==> config.mk <==
export PLATFORM = sky130hd
export DESIGN_NAME = addr_match_irq
export DESIGN_NICKNAME = d
export VERILOG_FILES = /design/src/rtl/addr_match_irq.sv
export SDC_FILE = /design/constraint.sdc
export NUM_CORES = 1
export LEC_CHECK = 0
export ABC_AREA = 1
export CAP_MARGIN = 40
export CELL_PAD_IN_SITES_DETAIL_PLACEMENT = 1
export CELL_PAD_IN_SITES_GLOBAL_PLACEMENT = 1
export CORE_ASPECT_RATIO = 1.1
export CORE_MARGIN = 1
export CORE_UTILIZATION = 28
export DETAILED_ROUTE_END_ITERATION = 16
export PLACE_DENSITY_LB_ADDON = 0.08
export SETUP_SLACK_MARGIN = 0.1
export SYNTH_ARGS = -nofsm -noshare
export SYNTH_HDL_FRONTEND = slang
export SYNTH_SLANG_ARGS = --single-unit
==> constraint.sdc <==
create_clock -name clk -period 1.3 [get_ports clk]
set_input_delay 0.13 -clock clk [delete_from_list [all_inputs] [get_ports clk]]
set_output_delay 0.13 -clock clk [all_outputs]
set_load 0.01 [all_outputs]
==> src/rtl/addr_match_irq.sv <==
module addr_match_irq #(
  parameter int PC_W     = 20,
  parameter int RA_W     = 5,
  parameter int EN_OFS   = 9,
  parameter int BASE_OFS = 16,
  parameter int STRIDE   = 4
) (
  input  logic            clk,
  input  logic            rst,
  input  logic            reg_we,
  input  logic [RA_W-1:0] reg_addr,
  input  logic [7:0]      reg_wdata,
  output logic [7:0]      reg_rdata,
  input  logic            fetch_valid,
  input  logic [PC_W-1:0] fetch_pc,
  output logic [1:0]      match_req,
  output logic            nmi_req,
  output logic            nmi_src
);
  localparam int NCH  = 2;
  localparam int HI_W = PC_W - 16;

  logic [NCH-1:0]           en_q;
  logic [NCH-1:0][PC_W-1:0] addr_q;
  logic                     prev_valid;
  logic [PC_W-1:0]          prev_pc;
  logic                     new_fetch;
  logic [NCH-1:0]           hit;

  assign new_fetch = fetch_valid && !(prev_valid && prev_pc == fetch_pc);

  always_comb begin
    for (int ch = 0; ch < NCH; ch++)
      hit[ch] = new_fetch && en_q[ch] && (addr_q[ch] == fetch_pc);
  end

  always_ff @(posedge clk) begin
    if (rst) begin
      en_q       <= '0;
      addr_q     <= '0;
      match_req  <= '0;
      prev_valid <= 1'b0;
      prev_pc    <= '0;
    end else begin
      if (reg_we) begin
        if (reg_addr == RA_W'(EN_OFS)) en_q <= reg_wdata[NCH-1:0];
        for (int ch = 0; ch < NCH; ch++) begin
          if (reg_addr == RA_W'(BASE_OFS + ch*STRIDE))     addr_q[ch][7:0]       <= reg_wdata;
          if (reg_addr == RA_W'(BASE_OFS + ch*STRIDE + 1)) addr_q[ch][15:8]      <= reg_wdata;
          if (reg_addr == RA_W'(BASE_OFS + ch*STRIDE + 2)) addr_q[ch][PC_W-1:16] <= reg_wdata[HI_W-1:0];
        end
      end
      prev_valid <= fetch_valid;
      prev_pc    <= fetch_pc;
      match_req  <= hit;
    end
  end

  always_comb begin
    reg_rdata = '0;
    if (reg_addr == RA_W'(EN_OFS)) reg_rdata[NCH-1:0] = en_q;
    for (int ch = 0; ch < NCH; ch++) begin
      if (reg_addr == RA_W'(BASE_OFS + ch*STRIDE))     reg_rdata         = addr_q[ch][7:0];
      if (reg_addr == RA_W'(BASE_OFS + ch*STRIDE + 1)) reg_rdata         = addr_q[ch][15:8];
      if (reg_addr == RA_W'(BASE_OFS + ch*STRIDE + 2)) reg_rdata[HI_W-1:0] = addr_q[ch][PC_W-1:16];
    end
  end

  assign nmi_req = |match_req;
  assign nmi_src = match_req[1] & ~match_req[0];
endmodule

==> flow_summary.json, run 1 <==
{
  "route.met3.wl_um": 385,
  "syn_nets": 562,
  "post_dp_cell_area_um2": 4590,
  "cts_made_buffers": 9,
  "drt_first_iter_violations": 99,
  "final_critical_path_setup_slack_ns": -0.0298,
  "vias_in_the_first_global_route": 3977,
  "min_path_type": "input pin to register",
  "cts_buffer_depth": 2,
  "core_um2": 11700,
  "synth.yosys.warnings": 0,
  "antenna_left": 0,
  "fin_total_pwr_mw": 5.32,
  "post_detail_place_hpwl_mm": 10.0,
  "maximum_number_of_pins_on_one_net_before_global_route_repair": 41,
  "die-height_um": 118,
  "leakage_component_of_the_power_nw": 2.45,
  "tns_ns": -0.0501,
  "gpl.final_weighted_congestion": 0.850,
  "final.min_clock_period_ns": 1.33,
  "firstDrtPassIters": 4,
  "via_count": 3818,
  "timing.hold.worst_path_depth": 3,
  "endpoint_kind": "output pin",
  "min_period_over_period_pct": 102,
  "clock-skew-final_ns": 0.00834,
  "reg2reg_depth": 5,
  "wl_mm": 13.1,
  "timing.slew.headroom_pct": 70.9,
  "cts_hold_repair.buffers": 0,
  "syn_area_um2": 3420,
  "drc": 0,
  "rsz0062_at_grt": "true",
  "first_pass_grt_wire_length_mm": 20.9,
  "critical_path.max_fanout": 2,
  "timing_hold_violations_final": 0,
  "post_drt_wl_per_cell_um": 15.9,
  "die_x_um": 107,
  "ys_ff_latch": 65,
  "max_cap_viols": 0,
  "synth.lib_cells_used.distinct": 25,
  "finalNonFillerCells": 822,
  "cts.sinks": 65,
  "timing.setup.critical_path_class": "register to output pin",
  "cp-start-kind": "register",
  "number_of_rows_created_at_floorplan": 41,
  "met1Wirelength_mm": 5.86,
  "clk_pin_slew_worst_paths_ns": 0.05,
  "run_status": "finished, violations left",
  "report.final.slew_viol_count": 0,
  "setup_viol_count_final": 3,
  "io_pins": 49,
  "insertedDiodeCount": 0,
  "htree_num_levels": 3,
  "antenna_found_initial": 0,
  "worstMarginPinSlew_ns": 0.435,
  "power_density_nw_per_um2": 1010,
  "timing.fmax_mhz": 752,
  "avgViaCountPerCell": 4.64,
  "cts_tree": "yes",
  "io_buffers": 48,
  "fp.dieArea_um2": 12600,
  "synthToLayoutAreaGrowth_pct": 53.6,
  "worstPathArrival_ns": 1.20,
  "seq_area_frac_synth_pct": 38.1,
  "required_ns": 1.17,
  "violations_in_the_final_reports": "setup timing",
  "met2_wirelength_mm": 6.59,
  "route.top_layer_used": "met4",
  "grt_util_all_layers_pct": 22.3,
  "clockRootBuffer": "clkbuf_16",
  "fin_util_pct": 44.9,
  "post_synth_inst_count": 525,
  "clk_latency_worst_skew_pair_ns": 0.34,
  "start_util_pct": 29.2,
  "dp_cells": 786,
  "finalInstanceArea_um2": 5250,
  "design.final.nets": 704,
  "vdd.ir_drop.worst_uv": 449,
  "share_of_final_layout_standard_cells_stronger_than_drive_strength_1_pct": 29.5,
  "grt.overflow.total": 0,
  "syn_area_per_cell_um2": 6.51
}
[critical path, stage by stage, from the launching register on]
cell and delay, ns:
dfxtp_2 0.32, inv_2 0.08, nor2_4 0.04, nor2_1 0.11, nand4_1 0.14, buf_2 0.17
[layer usage]
metal | up-vias | track usage, %
met5 | - | 0
met4 | 0 | 8.13
met3 | 16 | 3.05
met2 | 57 | 39.4
met1 | 1817 | 27.0
li1 | 1928 | -
[logic make-up after synthesis]
| logic type | share of synthesized area (%) |
|---|---|
| simple gates | 32.5 |
| compound gates | 14.0 |
| buf+inv | 10.3 |
| flops | 38.1 |
| xor+xnor | 5.13 |
[worst paths after layout]
kind                           start                      end  slack, ns
max          addr_q[18]$_SDFFE_PP0P_             reg_rdata[2]      -0.03
min                     fetch_pc[18]   prev_pc[18]$_SDFF_PP0_       0.13
max reg2reg  addr_q[23]$_SDFFE_PP0P_  match_req[1]$_SDFF_PP0_       0.08
min reg2reg  addr_q[10]$_SDFFE_PP0P_  addr_q[10]$_SDFFE_PP0P_       0.47
[cell usage in the layout (no fill, tap or decap), drive strengths merged]
cell type,n
nand2,124
nor2,117
buf,107
inv,73
dfxtp,65
o21ai,63
a21oi,22
clkdlybuf4s50,22
nand3,15
clkbuf,13
xor2,11
xnor2,9
dlymetal6s2s,8
nand4,7
o211ai,3
dlygate4sd2,3
o2111ai,3
clkinv,3
bufinv,2
or2,1
clkdlybuf4s15,1
[power by group]
group          switching, mW  internal [mW]
Clock                  0.879           1.68
Sequential            0.0286           2.05
Combinational          0.371          0.316
Total                   1.28           4.04
[registers in the layout, indices dropped and copies added (netlist names)]
signal,flops
addr_q,40
prev_pc,20
en_q,2
match_req,2
prev_valid,1
[area by class of cell]
cell class | count | area (µm²)
clock inverters | 3 | 65.1
clock buffers | 13 | 240
flip-flops and latches | 65 | 1320
fillers | 1491 | 6450
multi-input cells | 375 | 1910
well taps | 150 | 188
repair buffers | 141 | 1220
inverters | 75 | 307
[through the flow]
stage | hold slack (ns) | setup slack, ns
2_1_floorplan | 0.237 | 0.240
3_3_place_gp | 0.488 | -0.822
3_5_place_dp | 0.481 | -0.858
4_1_cts | 0.277 | -0.0195
5_1_grt | 0.156 | -0.0824
6_report | 0.131 | -0.0298
[cell usage after synthesis]
cell type	n	share of area, %
nand2_2	2	0.37
nand3_4	1	0.51
o2111ai_1	3	0.77
clkinv_4	1	0.26
nand4_1	7	1.3
xor2_1	11	2.8
nand3_1	13	1.9
buf_6	3	0.99
clkbuf_1	6	0.66
buf_2	2	0.29
nor2_1	110	12
a21oi_1	22	3.2
inv_2	2	0.22
nand3_2	1	0.29
nand2_4	2	0.66
nand2_1	120	13
dfxtp_1	65	38
or2_2	1	0.18
xnor2_1	9	2.3
inv_1	72	7.9
o21ai_1	10	1.5
o21ai_2	1	0.26
o21ai_0	52	7.6
o211ai_1	3	0.66
nor2_4	6	2.0
[what timing repair did]
action | CTS | global route
gates cloned | 1 | 0
buffers inserted | 17 | 2
resized for setup | 126 | 55
setup endpoints to repair | 50 | 17
pin swaps | 28 | 33
(Power assumes the default switching activity.)
==> inputs of run 2 (changes only) <==
- CAP_MARGIN: 40 -> default
- GPL_ROUTABILITY_DRIVEN: default -> 1
- clock period: 1.3 -> 1.68 ns (I/O delays scaled with it)
==> flow_summary.json, run 2 (synthesis gave the netlist of run 1 again) <==
{
  "share_of_final_layout_standard_cells_stronger_than_drive_strength_1_pct": 14.1,
  "min_period_over_period_pct": 89.1,
  "cp-start-kind": "register",
  "core_um2": 11700,
  "min_to": "en_q[1]$_SDFFE_PP0P_",
  "worst_path_largest_cell_delay_ns": 0.36,
  "fp.dieArea_um2": 12600,
  "setup.reg_to_reg.worst_slack_ns": 0.40,
  "path_buf_inv": 1,
  "insertedDiodeCount": 0,
  "antenna_left": 0,
  "clock-skew-final_ns": 0.00548,
  "min_path_type": "input pin to register",
  "timing_hold_violations_final": 0,
  "clk_latency_worst_skew_pair_ns": 0.33,
  "final.min_clock_period_ns": 1.50,
  "critical_path.reg2reg.startpoint": "addr_q[24]$_SDFFE_PP0P_",
  "clockRootBuffer": "clkbuf_16",
  "post_dp_cell_area_um2": 4220,
  "most_common_cell_after_layout_fill_and_taps_aside": "nand2_1",
  "grt_util_all_layers_pct": 20.9,
  "gpl.final_weighted_congestion": 0.832,
  "cts_hold_repair.buffers": 0,
  "fin_total_pwr_mw": 3.90,
  "firstDrtPassIters": 4,
  "worstHoldStart": "reg_addr[2]",
  "cts.sinks": 65,
  "report.final.slew_viol_count": 0,
  "critPathTopFamily": "simple AND/OR/NAND/NOR gates",
  "finalInstanceArea_um2": 4560,
  "power_density_nw_per_um2": 855,
  "n_fill_cell": 1527,
  "timing.fmax_mhz": 668,
  "timing.hold.worst_path_depth": 5,
  "largest_register_ffs": 40,
  "biggestRegsByFlops": "addr_q: 40 flops, prev_pc: 20 flops",
  "via_count": 3538,
  "die-height_um": 118,
  "r2r-end": "match_req[1]$_SDFF_PP0_",
  "maximum_number_of_pins_on_one_net_before_global_route_repair": 41,
  "setup_viol_count_final": 0,
  "timing.setup.critical_path_class": "register to output pin",
  "drc": 0,
  "critical_path.max_fanout": 4,
  "io_pins": 49,
  "antenna_found_initial": 0,
  "worstMarginPinSlew_ns": 0.401,
  "synthToLayoutAreaGrowth_pct": 33.4,
  "vdd.ir_drop.worst_uv": 370,
  "largest-register": "addr_q",
  "vias_in_the_first_global_route": 3601,
  "endpoint_kind": "output pin",
  "htree_num_levels": 3,
  "run_status": "complete, no violations",
  "number_of_rows_created_at_floorplan": 41,
  "first_pass_grt_wire_length_mm": 19.6,
  "design.final.nets": 643,
  "reg2reg_depth": 8,
  "post_drt_wl_per_cell_um": 16.1,
  "required_ns": 1.51,
  "cts_buffer_depth": 2,
  "worstPathArrival_ns": 1.33,
  "grt.overflow.total": 0,
  "rsz0062_at_grt": "false",
  "die_x_um": 107,
  "cts_tree": "yes",
  "slowest_stage": "dfxtp_1",
  "post_detail_place_hpwl_mm": 9.60,
  "avgViaCountPerCell": 4.65,
  "io_buffers": 48,
  "wl_mm": 12.2,
  "clk_pin_slew_worst_paths_ns": 0.06,
  "cts_made_buffers": 9,
  "start_util_pct": 29.2,
  "layout_common_cells": "nand2_1, nor2_1, inv_1, dfxtp_1, o21ai_0",
  "crit_chain": "nand2_2, o21ai_2, nor2_1, nand4_1, buf_2",
  "max_cap_viols": 0,
  "drt_first_iter_violations": 134,
  "timing.slew.headroom_pct": 73.2,
  "leakage_component_of_the_power_nw": 2.02
}
-- run 2: cell count changes in the layout (fill, tap and decap cells not counted), sizes merged, moves of 2 or more --
cell,delta
buf,-67
dlymetal6s2s,-7
clkdlybuf4s50,+11
dlygate4sd2,-2
clkinv,+3
-- run 2: what timing repair did --
item,in CTS,in global routing
setup buffers,10,0
hold endpoints to repair,0,0
cloned,0,0
setup endpoints to repair,9,8
resized for setup,52,13
pin swaps,7,4
-- run 2: worst max path at each step --
stage | from | end | slack, ns | cells past startpoint
finish | addr_q[2]$_SDFFE_PP0P_ | reg_rdata[2] | 0.18 | 5
global route | reg_addr[1] | reg_rdata[1] | 0.11 | 10
CTS | reg_addr[3] | reg_rdata[2] | 0.1 | 10
detailed placement | reg_addr[0] | reg_rdata[2] | -0.69 | 8
global placement | reg_addr[0] | reg_rdata[2] | -0.67 | 8
floorplan | reg_addr[1] | reg_rdata[5] | 0.54 | 7
-- run 2: area by class of cell --
type | count | area (µm²) | share of cell area (%)
clock inverters | 6 | 58.8 | 1.29
inverters | 75 | 287 | 6.29
repair buffers | 81 | 719 | 15.8
well taps | 150 | 188 | 4.12
flip-flops and latches | 65 | 1300 | 28.5
multi-input cells | 374 | 1780 | 39.0
clock buffers | 10 | 229 | 5.02
-- run 2: where the power goes --
group / internal, mW / switching, mW / total (mW)
clock network: 1.14 / 0.705 / 1.84
logic: 0.194 / 0.250 / 0.444
registers: 1.58 / 0.0251 / 1.61
total: 2.92 / 0.979 / 3.90
-- run 2: through the flow --
step,TNS [ns],setup slack (ns),utilization [%],std cells,hold WS (ns)
3_3_place_gp,-4.20,-0.675,36.0,735,0.494
2_1_floorplan,0,0.544,-,525,0.275
3_5_place_dp,-5.03,-0.687,36.0,735,0.481
4_1_cts,0,0.0982,39.0,761,0.402
5_1_grt,0,0.106,39.0,761,0.412
6_report,0,0.183,39.0,761,0.357
-- run 2: metal layers --
layer	global-route usage [%]	vias to the layer above	wire [µm]
li1	-	1796	-
met1	26.5	1652	5610
met2	35.0	69	5870
met3	3.32	21	454
met4	8.05	0	309
met5	0	-	0
-- run 2: worst register-to-register path, cell delays in order (launching register included) --
cell     delay (ns)
dfxtp_1        0.32
inv_1          0.09
nand2_1        0.06
o21ai_0        0.14
nor2_1         0.14
nand2_1        0.06
nor2_1         0.18
nand3_1        0.12
nor2_1         0.11
==> inputs of run 3 (changes only) <==
- SKIP_LAST_GASP: default -> 1
==> results of run 3 <==
Final layout, timing and power as in run 2 (identical DEF).
